File: config.mk
export PLATFORM = sky130hd
export DESIGN_NAME = irq_prio_top
export DESIGN_NICKNAME = d
export VERILOG_FILES = /design/src/rtl/irq_prio_pkg.sv /design/src/rtl/irq_prio_enc.sv /design/src/rtl/irq_prio_datapath.sv /design/src/rtl/irq_prio_ctrl.sv /design/src/rtl/irq_prio_top.sv
export SDC_FILE = /design/constraint.sdc
export NUM_CORES = 2
export LEC_CHECK = 0
export ABC_AREA = 0
export BUFFER_PORTS_ARGS = -buffer_cell sky130_fd_sc_hd__buf_2
export CAP_MARGIN = 0
export CORE_ASPECT_RATIO = 1.5
export CORE_MARGIN = 1
export CORE_UTILIZATION = 59
export DETAILED_ROUTE_END_ITERATION = 12
export PLACE_DENSITY = 0.76
export SLEW_MARGIN = 25
export SYNTH_ARGS = -nofsm -noshare
export SYNTH_HDL_FRONTEND = slang
export SYNTH_SLANG_ARGS = --single-unit
File: constraint.sdc
create_clock -name clk -period 6.4 [get_ports clk]
set_clock_uncertainty 0.2 [all_clocks]
set_input_delay 0 -clock clk [delete_from_list [all_inputs] [get_ports clk]]
set_output_delay 0 -clock clk [all_outputs]
set_load 0.02 [all_outputs]
File: src/rtl/irq_prio_pkg.sv
package irq_prio_pkg;
  // Vector numbering width; the block tracks 2**VEC_BITS vectors.
  localparam int unsigned VEC_BITS = 8;
  localparam int unsigned NUM_VEC  = 1 << VEC_BITS;
  // The priority class is the upper nibble of a vector.
  localparam int unsigned CLS_LSB  = VEC_BITS - 4;

  typedef logic [VEC_BITS-1:0] vec_t;

  // Strobes from the control to the bitmap datapath.
  typedef struct packed {
    logic setIrr;
    vec_t reqVec;
    logic reqLevel;
    logic clrIrr;
    logic setIsr;
    vec_t ackVec;
    logic clrIsr;
    vec_t eoiVec;
    logic tprWe;
    vec_t tprVal;
  } ctrlStrobe_t;
endpackage

File: src/rtl/irq_prio_enc.sv
module irq_prio_enc #(
  parameter int unsigned WIDTH = 256,
  localparam int unsigned IDX_W = $clog2(WIDTH)
) (
  input  logic [WIDTH-1:0] bits,
  output logic             found,
  output logic [IDX_W-1:0] index
);
  // Highest set bit wins: later loop iterations override earlier ones.
  always_comb begin
    found = 1'b0;
    index = '0;
    for (int i = 0; i < WIDTH; i++) begin
      if (bits[i]) begin
        found = 1'b1;
        index = IDX_W'(i);
      end
    end
  end
endmodule

File: src/rtl/irq_prio_datapath.sv
module irq_prio_datapath
  import irq_prio_pkg::*;
#(
  parameter int unsigned WORD_W  = 32,
  parameter int unsigned ADDR_W  = 12,
  parameter int unsigned MIN_VEC = 16,
  localparam int unsigned NUM_WORDS = NUM_VEC / WORD_W,
  localparam int unsigned GRP_W     = ADDR_W - 4
) (
  input  logic              clk,
  input  logic              rstN,
  input  ctrlStrobe_t       strobe,
  input  vec_t              lookVec,
  input  logic [ADDR_W-1:0] rdAddr,
  output logic [WORD_W-1:0] rdData,
  output logic              hiIrrValid,
  output vec_t              hiIrr,
  output logic              hiIsrValid,
  output vec_t              hiIsr,
  output logic              reqPending,
  output logic              eoiTrig,
  output vec_t              tprCur
);
  // Readback groups, in units of 16-byte slots.
  localparam int unsigned TPR_GRP = 8;
  localparam int unsigned ISR_GRP = 16;
  localparam int unsigned TMR_GRP = ISR_GRP + NUM_WORDS;
  localparam int unsigned IRR_GRP = TMR_GRP + NUM_WORDS;

  logic [NUM_VEC-1:0] irr, isr, tmr;
  vec_t               tpr;

  always_ff @(posedge clk or negedge rstN) begin
    if (!rstN) begin
      irr <= '0;
      isr <= '0;
      tmr <= '0;
      tpr <= '0;
    end else begin
      if (strobe.setIrr) begin
        irr[strobe.reqVec] <= 1'b1;
        tmr[strobe.reqVec] <= strobe.reqLevel;
      end
      if (strobe.clrIrr) irr[strobe.ackVec] <= 1'b0;
      if (strobe.setIsr) isr[strobe.ackVec] <= 1'b1;
      if (strobe.clrIsr) isr[strobe.eoiVec] <= 1'b0;
      if (strobe.tprWe)  tpr <= strobe.tprVal;
    end
  end

  irq_prio_enc #(.WIDTH(NUM_VEC)) irrEnc_i (.bits(irr), .found(hiIrrValid), .index(hiIrr));
  irq_prio_enc #(.WIDTH(NUM_VEC)) isrEnc_i (.bits(isr), .found(hiIsrValid), .index(hiIsr));

  assign reqPending = irr[lookVec];
  assign eoiTrig    = tmr[hiIsr];
  assign tprCur     = tpr;

  logic [WORD_W-1:0] isrWord [NUM_WORDS];
  logic [WORD_W-1:0] tmrWord [NUM_WORDS];
  logic [WORD_W-1:0] irrWord [NUM_WORDS];

  for (genvar w = 0; w < NUM_WORDS; w++) begin : g_words
    assign isrWord[w] = isr[w*WORD_W +: WORD_W];
    assign tmrWord[w] = tmr[w*WORD_W +: WORD_W];
    assign irrWord[w] = irr[w*WORD_W +: WORD_W];
  end

  logic [GRP_W-1:0] grp;
  assign grp = rdAddr[ADDR_W-1:4];

  always_comb begin
    rdData = '0;
    if (rdAddr[3:0] == 4'h0) begin
      if (grp == GRP_W'(TPR_GRP)) rdData = WORD_W'(tpr);
      for (int w = 0; w < NUM_WORDS; w++) begin
        if (grp == GRP_W'(ISR_GRP + w)) rdData = isrWord[w];
        if (grp == GRP_W'(TMR_GRP + w)) rdData = tmrWord[w];
        if (grp == GRP_W'(IRR_GRP + w)) rdData = irrWord[w];
      end
    end
  end

  // control never asks to set a bit that is already pending
  p_dup_drop_r2: assert property (@(posedge clk) disable iff (!rstN)
    strobe.setIrr |-> !irr[strobe.reqVec]);

  // accepted request lands in the pending and trigger maps
  p_req_set_r3: assert property (@(posedge clk) disable iff (!rstN)
    strobe.setIrr |=> irr[$past(strobe.reqVec)] && (tmr[$past(strobe.reqVec)] == $past(strobe.reqLevel)));

  // only valid vectors reach the maps
  p_invalid_r4: assert property (@(posedge clk) disable iff (!rstN)
    strobe.setIrr |-> (strobe.reqVec >= vec_t'(MIN_VEC)) && (strobe.reqVec != '1));

  // acknowledged vector moves from pending to in-service
  p_ack_move_r6: assert property (@(posedge clk) disable iff (!rstN)
    strobe.setIsr |=> isr[$past(strobe.ackVec)] && !irr[$past(strobe.ackVec)]);

  // end-of-interrupt retires its vector
  p_eoi_clear_r8: assert property (@(posedge clk) disable iff (!rstN)
    strobe.clrIsr |=> !isr[$past(strobe.eoiVec)]);
endmodule

File: src/rtl/irq_prio_ctrl.sv
module irq_prio_ctrl
  import irq_prio_pkg::*;
#(
  parameter int unsigned WORD_W  = 32,
  parameter int unsigned MIN_VEC = 16
) (
  input  logic              clk,
  input  logic              rstN,
  input  logic              reqValid,
  input  vec_t              reqVector,
  input  logic              reqLevel,
  input  logic              intAck,
  input  logic              eoiStrobe,
  input  logic              tprWrite,
  input  logic [WORD_W-1:0] tprData,
  input  logic              hiIrrValid,
  input  vec_t              hiIrr,
  input  logic              hiIsrValid,
  input  vec_t              hiIsr,
  input  logic              reqPending,
  input  logic              eoiTrig,
  input  vec_t              tprCur,
  output ctrlStrobe_t       strobe,
  output logic              intrOut,
  output logic              ackDone,
  output vec_t              ackVector,
  output logic              remoteEoiValid,
  output vec_t              remoteEoiVector
);
  logic reqVecOk;
  logic aboveIsr;
  logic aboveTpr;
  logic gateOpen;

  assign reqVecOk = (reqVector >= vec_t'(MIN_VEC)) && (reqVector != '1);
  assign aboveIsr = !hiIsrValid || (hiIrr > hiIsr);
  assign aboveTpr = hiIrr[VEC_BITS-1:CLS_LSB] > tprCur[VEC_BITS-1:CLS_LSB];
  assign gateOpen = hiIrrValid && aboveIsr && aboveTpr;
  assign intrOut  = gateOpen;

  always_comb begin
    strobe          = '0;
    strobe.reqVec   = reqVector;
    strobe.reqLevel = reqLevel;
    strobe.setIrr   = reqValid && reqVecOk && !reqPending;
    strobe.ackVec   = hiIrr;
    strobe.clrIrr   = intAck && gateOpen;
    strobe.setIsr   = intAck && gateOpen;
    strobe.eoiVec   = hiIsr;
    strobe.clrIsr   = eoiStrobe && hiIsrValid;
    strobe.tprWe    = tprWrite;
    strobe.tprVal   = tprData[VEC_BITS-1:0];
  end

  always_ff @(posedge clk or negedge rstN) begin
    if (!rstN) begin
      ackDone         <= 1'b0;
      ackVector       <= '0;
      remoteEoiValid  <= 1'b0;
      remoteEoiVector <= '0;
    end else begin
      ackDone        <= strobe.setIsr;
      remoteEoiValid <= strobe.clrIsr && eoiTrig;
      if (strobe.setIsr) ackVector <= hiIrr;
      if (strobe.clrIsr && eoiTrig) remoteEoiVector <= hiIsr;
    end
  end

  // closed gate means no hand-over
  p_ack_closed_r7: assert property (@(posedge clk) disable iff (!rstN)
    intAck && !intrOut |=> !ackDone);

  // a handed-over vector beat the threshold class at the time
  p_ack_class_r5: assert property (@(posedge clk) disable iff (!rstN)
    ackDone |-> ackVector[VEC_BITS-1:CLS_LSB] > $past(tprCur[VEC_BITS-1:CLS_LSB]));

  // nothing in service, nothing notified
  p_eoi_empty_r9: assert property (@(posedge clk) disable iff (!rstN)
    eoiStrobe && !hiIsrValid |=> !remoteEoiValid);

  // remote notification only follows an end-of-interrupt
  p_remote_cause_r8: assert property (@(posedge clk) disable iff (!rstN)
    remoteEoiValid |-> $past(eoiStrobe));
endmodule

File: src/rtl/irq_prio_top.sv
module irq_prio_top
  import irq_prio_pkg::*;
#(
  parameter int unsigned WORD_W  = 32,
  parameter int unsigned ADDR_W  = 12,
  parameter int unsigned MIN_VEC = 16
) (
  input  logic              clk,
  input  logic              rstN,
  input  logic              reqValid,
  input  logic [7:0]        reqVector,
  input  logic              reqLevel,
  output logic              intrOut,
  input  logic              intAck,
  output logic              ackDone,
  output logic [7:0]        ackVector,
  input  logic              eoiStrobe,
  output logic              remoteEoiValid,
  output logic [7:0]        remoteEoiVector,
  input  logic              tprWrite,
  input  logic [WORD_W-1:0] tprData,
  input  logic [ADDR_W-1:0] rdAddr,
  output logic [WORD_W-1:0] rdData
);
  ctrlStrobe_t strobe;
  logic        hiIrrValid, hiIsrValid, reqPending, eoiTrig;
  vec_t        hiIrr, hiIsr, tprCur;

  irq_prio_ctrl #(.WORD_W(WORD_W), .MIN_VEC(MIN_VEC)) ctrl_i (
    .clk(clk), .rstN(rstN),
    .reqValid(reqValid), .reqVector(reqVector), .reqLevel(reqLevel),
    .intAck(intAck), .eoiStrobe(eoiStrobe),
    .tprWrite(tprWrite), .tprData(tprData),
    .hiIrrValid(hiIrrValid), .hiIrr(hiIrr),
    .hiIsrValid(hiIsrValid), .hiIsr(hiIsr),
    .reqPending(reqPending), .eoiTrig(eoiTrig), .tprCur(tprCur),
    .strobe(strobe), .intrOut(intrOut),
    .ackDone(ackDone), .ackVector(ackVector),
    .remoteEoiValid(remoteEoiValid), .remoteEoiVector(remoteEoiVector)
  );

  irq_prio_datapath #(.WORD_W(WORD_W), .ADDR_W(ADDR_W), .MIN_VEC(MIN_VEC)) dp_i (
    .clk(clk), .rstN(rstN),
    .strobe(strobe), .lookVec(reqVector),
    .rdAddr(rdAddr), .rdData(rdData),
    .hiIrrValid(hiIrrValid), .hiIrr(hiIrr),
    .hiIsrValid(hiIsrValid), .hiIsr(hiIsr),
    .reqPending(reqPending), .eoiTrig(eoiTrig), .tprCur(tprCur)
  );

  // outputs quiet coming out of reset
  p_reset_quiet_r11: assert property (@(posedge clk) disable iff (!rstN)
    $rose(rstN) |-> !ackDone && !remoteEoiValid);
endmodule

==> results of run 1 <==
## routing by layer
metal / GRT usage, % / overflow
met1: 84.8 / 8
met2: 95.1 / 306
met3: 73.2 / 17
met4: 81.0 / 269
met5: 37.1 / 1
## cell usage after synthesis, types with 87 or more instances
cell type  count
dfrtp_1      794
a21oi_1      772
nor2_1       716
clkbuf_1     272
mux2_2       246
a22oi_1      216
nand2_1      189
nor4_1       147
a2bb2oi_1    131
o21ai_0      118
inv_1        115
nor3_1       110
mux2i_1       99
nand3_1       98
nand4_1       87
## repair_timing
action,4_1_cts
hold endpoints to repair,620
hold buffers,36
setup endpoints to repair,0
## metrics by stage
step	cell area (um2)	util [%]	setup slack, ns	hold WS [ns]	instances
after detailed placement	51000	65.6	0.119	-0.0867	6227
after floorplan	46500	-	0.973	-0.496	4995
after CTS	54000	69.4	0.0539	0.0166	6399
after global placement	51000	65.6	0.186	-0.0934	6227
## kinds of logic after synthesis
| group | count (synthesis) |
|---|---|
| simple gates | 1582 |
| buf+inv | 467 |
| flops | 794 |
| fa+ha+maj | 12 |
| compound gates | 1703 |
| mux | 437 |
==> flow_summary.ini, run 1 <==
[yosys]
synth_compound_area_share_pct = 24.1
synth-xor-area-share_pct = 0
synth_adder_area_share_pct = 0.323
synth_flop_cell = dfrtp_1
synth_area_um2 = 46500
synth_nets = 5066
synth_top_area_share_pct = 42.7
avgSynthCellArea_um2 = 9.31
yosysUniqueCellTypes = 102
synth-seq-area-share_pct = 42.7
synth_edf_count = 0
ys_top_cells_by_area = dfrtp_1, a21oi_1, mux2_2
yosysTopAreaCell = dfrtp_1
netlist_instances = 4995
synthSimpleGateAreaFrac_pct = 16.4
ys_ff_latch = 794
muxShareOfSynthArea_pct = 12.4
ys.warnings.count = 0
synth_top_family_by_area = compound AO/OA/AOI/OAI gates
async_flop_share_pct = 100

[die]
initial_core_util_pct = 59.8
die_w_um = 231
num_rows = 125
io_pins = 110
die_h_um = 346

[grt]
grt_usage_pct = 83.4
grt_pass1_vias = 57800
grt_overflow = 601
grt_pass1_wl_um = 479000
grt_max_degree = 146

[clock_network]
cts_buffers = 79
cts_resized = 0
numClockSinks = 794
cts.root.buffer_cell = clkbuf_16
clockBufferDepth = 3
post-cts-setup-buffers = 0
h-tree-depth = 3

[place]
dp_hpwl_um = 215000
io_buffers = 85
gp_congestion = 1.33

[run_status]
status = aborted with a tool error
stop_stage = global routing (5_1_grt)
error = [ERROR GRT-0116] Global routing finished with congestion. Check the congestion regions in the DRC Viewer.
==> run 2: changes to the inputs <==
--- a/config.mk
+++ b/config.mk
@@ -8,11 +8,10 @@
 export ABC_AREA = 0
 export BUFFER_PORTS_ARGS = -buffer_cell sky130_fd_sc_hd__buf_2
 export CAP_MARGIN = 0
-export CORE_ASPECT_RATIO = 1.5
 export CORE_MARGIN = 1
-export CORE_UTILIZATION = 59
+export CORE_UTILIZATION = 40
 export DETAILED_ROUTE_END_ITERATION = 12
-export PLACE_DENSITY = 0.76
+export PLACE_DENSITY_LB_ADDON = 0.15
 export SLEW_MARGIN = 25
 export SYNTH_ARGS = -nofsm -noshare
 export SYNTH_HDL_FRONTEND = slang
==> run 2 against run 1 <==
  * Synthesized cell count did not move
  * The flow now finishes, with violations (setup timing)
  * Area after synthesis unchanged
==> flow_summary.ini, run 2 <==
[power_and_ir_drop]
pwr-share-seq_pct = 16.3
internal-power_w = 0.0166
pwr-share-clk_pct = 14.2
combPwrFrac_pct = 69.5
power.density_nw_per_um2 = 694
switching_share_pct = 58.1
power.leakage_nw = 25.1
vdd_drop_max_uv = 1090
power_switching_w = 0.0230
power_w = 0.0396

[finish]
stdcell_count = 7112
syn_to_final_growth_pct = 22.7
mostFrequentLayoutCells = dfrtp_1, a21oi_1, nor2_1
n_fill_cell = 11000
drive_gt1_share_pct = 24.7
final_nets = 5582
top_regs = dp_i.irr: 256 flops, dp_i.isr: 256 flops, dp_i.tmr: 256 flops
final_util_pct = 49.7
final_common_cell = dfrtp_1

[clock_network]
cts_buffers = 95
numClockSinks = 794
clock_latency_ns = 0.76
h-tree-depth = 3
cts_tree = built
cts.root.buffer_cell = clkbuf_16
clockBufferDepth = 3
clk_pin_slew_worst_paths_ns = 0.06

[setup_path]
critical_path_buf_inv_count = 4
crit_path_max_fanout = 13
cp_slowest_cell = nor2_1
start_kind = flop
cp.arrival_ns = 7.01
crit_type = reg -> reg
critical_path_required_ns = 6.82
cp_cell_sequence = nor2_1, nand3_1, a211o_1, a211o_1, o21ai_0, nand2_1, nand2_1, inv_2, buf_4, nor2_1, a32oi_1, and4_1, a311oi_1, buf_4, a31oi_2, o211ai_4, buf_12, mux2_4
worst_path_dominant_cell_family = simple AND/OR/NAND/NOR gates
critPathCaptureType = flop
slowest_delay_ns = 0.93

[grt]
antenna_found_initial = 35
grt_pass1_wl_um = 440000
grt_max_degree = 169
grt_overflow = 0
grt_usage_pct = 55.8
grt_pass1_vias = 48500

[run_status]
violations = setup timing
status = finished, violations left

[route]
drt_iter0_markers = 9795
wl_per_cell_um = 46.9
ant_nets = 0
firstDrtPassIters = 11
routed_wl_um = 334000
route.detailed.drc = 0
num_vias = 53100
via_per_inst = 7.47

[yosys]
ys.warnings.count = 0
avgSynthCellArea_um2 = 9.31
ys_top_cells_by_area = dfrtp_1, a21oi_1, mux2_2
synth_area_um2 = 46500
synth_edf_count = 0
yosysUniqueCellTypes = 102
yosysMostFrequentCell = dfrtp_1
yosysTopAreaCell = dfrtp_1
netlist_instances = 4995
async_flop_share_pct = 100
ys_ff_latch = 794
synth_flop_cell = dfrtp_1
synth_nets = 5066
synth_commonest_cells = dfrtp_1, a21oi_1, nor2_1
synth_top_area_share_pct = 42.7
synth-seq-area-share_pct = 42.7

[sta]
drv_slew = 0
max_freq_mhz = 152
fin_tns_setup_ns = -1.28
setup_viol = 9
hold_viol_final = 0
fin_ws_ns = -0.187
worst_slew_pin_slew_ns = 1.21
period_minus_slack_ns = 6.59
fin_crit_sh_pct = 103
slew_headroom_pct = 19.2

[run]
maxCapViolations = 0

[die]
io_pins = 110
initial_core_util_pct = 40.5
die_h_um = 343
num_rows = 124
die_area_um2 = 118000
core_area_um2 = 115000
die_w_um = 343

[place]
io_buffers = 85
pre_cts_slack_ns = -0.0697
gp_congestion = 1.13
dpl.cell_count = 6885
dp_hpwl_um = 249000

[worst_hold_path]
hold_path_class = in -> reg
run 2: per-stage QoR:
step	hold slack [ns]	area (um2)
after floorplan	-0.496	46500
after global placement	-0.166	53300
after detailed placement	-0.167	53300
after CTS	0.107	56900
after global routing	0.180	57000
final	0.149	57100
run 2: final cells by class:
cell class                      instances  area, um2  area share [%]
Antenna cell                           17       42.5          0.0745
Sequential cell                       794      19900            34.8
Inverter                              121        457           0.800
Tap cell                             1512       1890            3.31
Clock buffer                          139       2810            4.93
Timing Repair Buffer                  765       6460            11.3
Multi-Input combinational cell       3734      25200            44.2
Clock inverter                         30        340           0.596
run 2: power groups by stage:
stage	Combinational, W	Sequential, W	Clock (W)
after global routing	0.0267	0.00646	0.00578
after global placement	0.0249	0.00647	0
final	0.0275	0.00647	0.00564
after floorplan	0.0105	0.00614	0
after CTS	0.0250	0.00639	0.00563
after detailed placement	0.0249	0.00647	0
run 2: tightest hold or removal path: stages:
cell,delay [ns]
dlygate4sd3_1,0.52
buf_2,0.24
and3_1,0.21
a21oi_1,0.07
run 2: kinds of logic (layout without fill, tap and decap cells):
family,after synthesis,count (layout),synth area share (%)
simple gates,1582,1582,16.4
buf+inv,467,1055,4.06
other cells,0,17,0
compound gates,1703,1703,24.1
fa+ha+maj,12,12,0.323
mux,437,437,12.4
flops,794,794,42.7
run 2: repair_timing:
item	4_1_cts	5_1_grt
buffers inserted	0	1
resized for setup	2	34
hold buffers	40	0
hold endpoints to repair	967	0
endpoints found under the setup margin	127	453
pin swaps	0	6
run 2: final timing paths:
| kind | startpoint | end | slack, ns | depth (start not counted) |
|---|---|---|---|---|
| worst max register to register | dp_i.isr[112] | ctrl_i.remoteEoiVector[0] | -0.19 | 18 |
| worst max-delay path | dp_i.isr[112] | ctrl_i.remoteEoiVector[0] | -0.19 | 18 |
| min in group asynchronous | rstN | dp_i.irr[179] | 0.30 | 4 |
| worst min register to register | dp_i.tmr[5] | dp_i.tmr[5] | 0.20 | 0 |
| max in group asynchronous | rstN | dp_i.isr[11] | 4.65 | 5 |
| worst min-delay path | eoiStrobe | dp_i.isr[239] | 0.15 | 4 |
run 2: metal layers:
metal	vias up	GRT usage, %	wire [um]
met2	5101	72.9	126000
met1	26400	68.1	119000
met4	28	44.7	34000
li1	20200	-	-
met5	-	1.16	442
met3	1389	28.6	54000
Note: power is estimated with default switching activity, not from simulation.
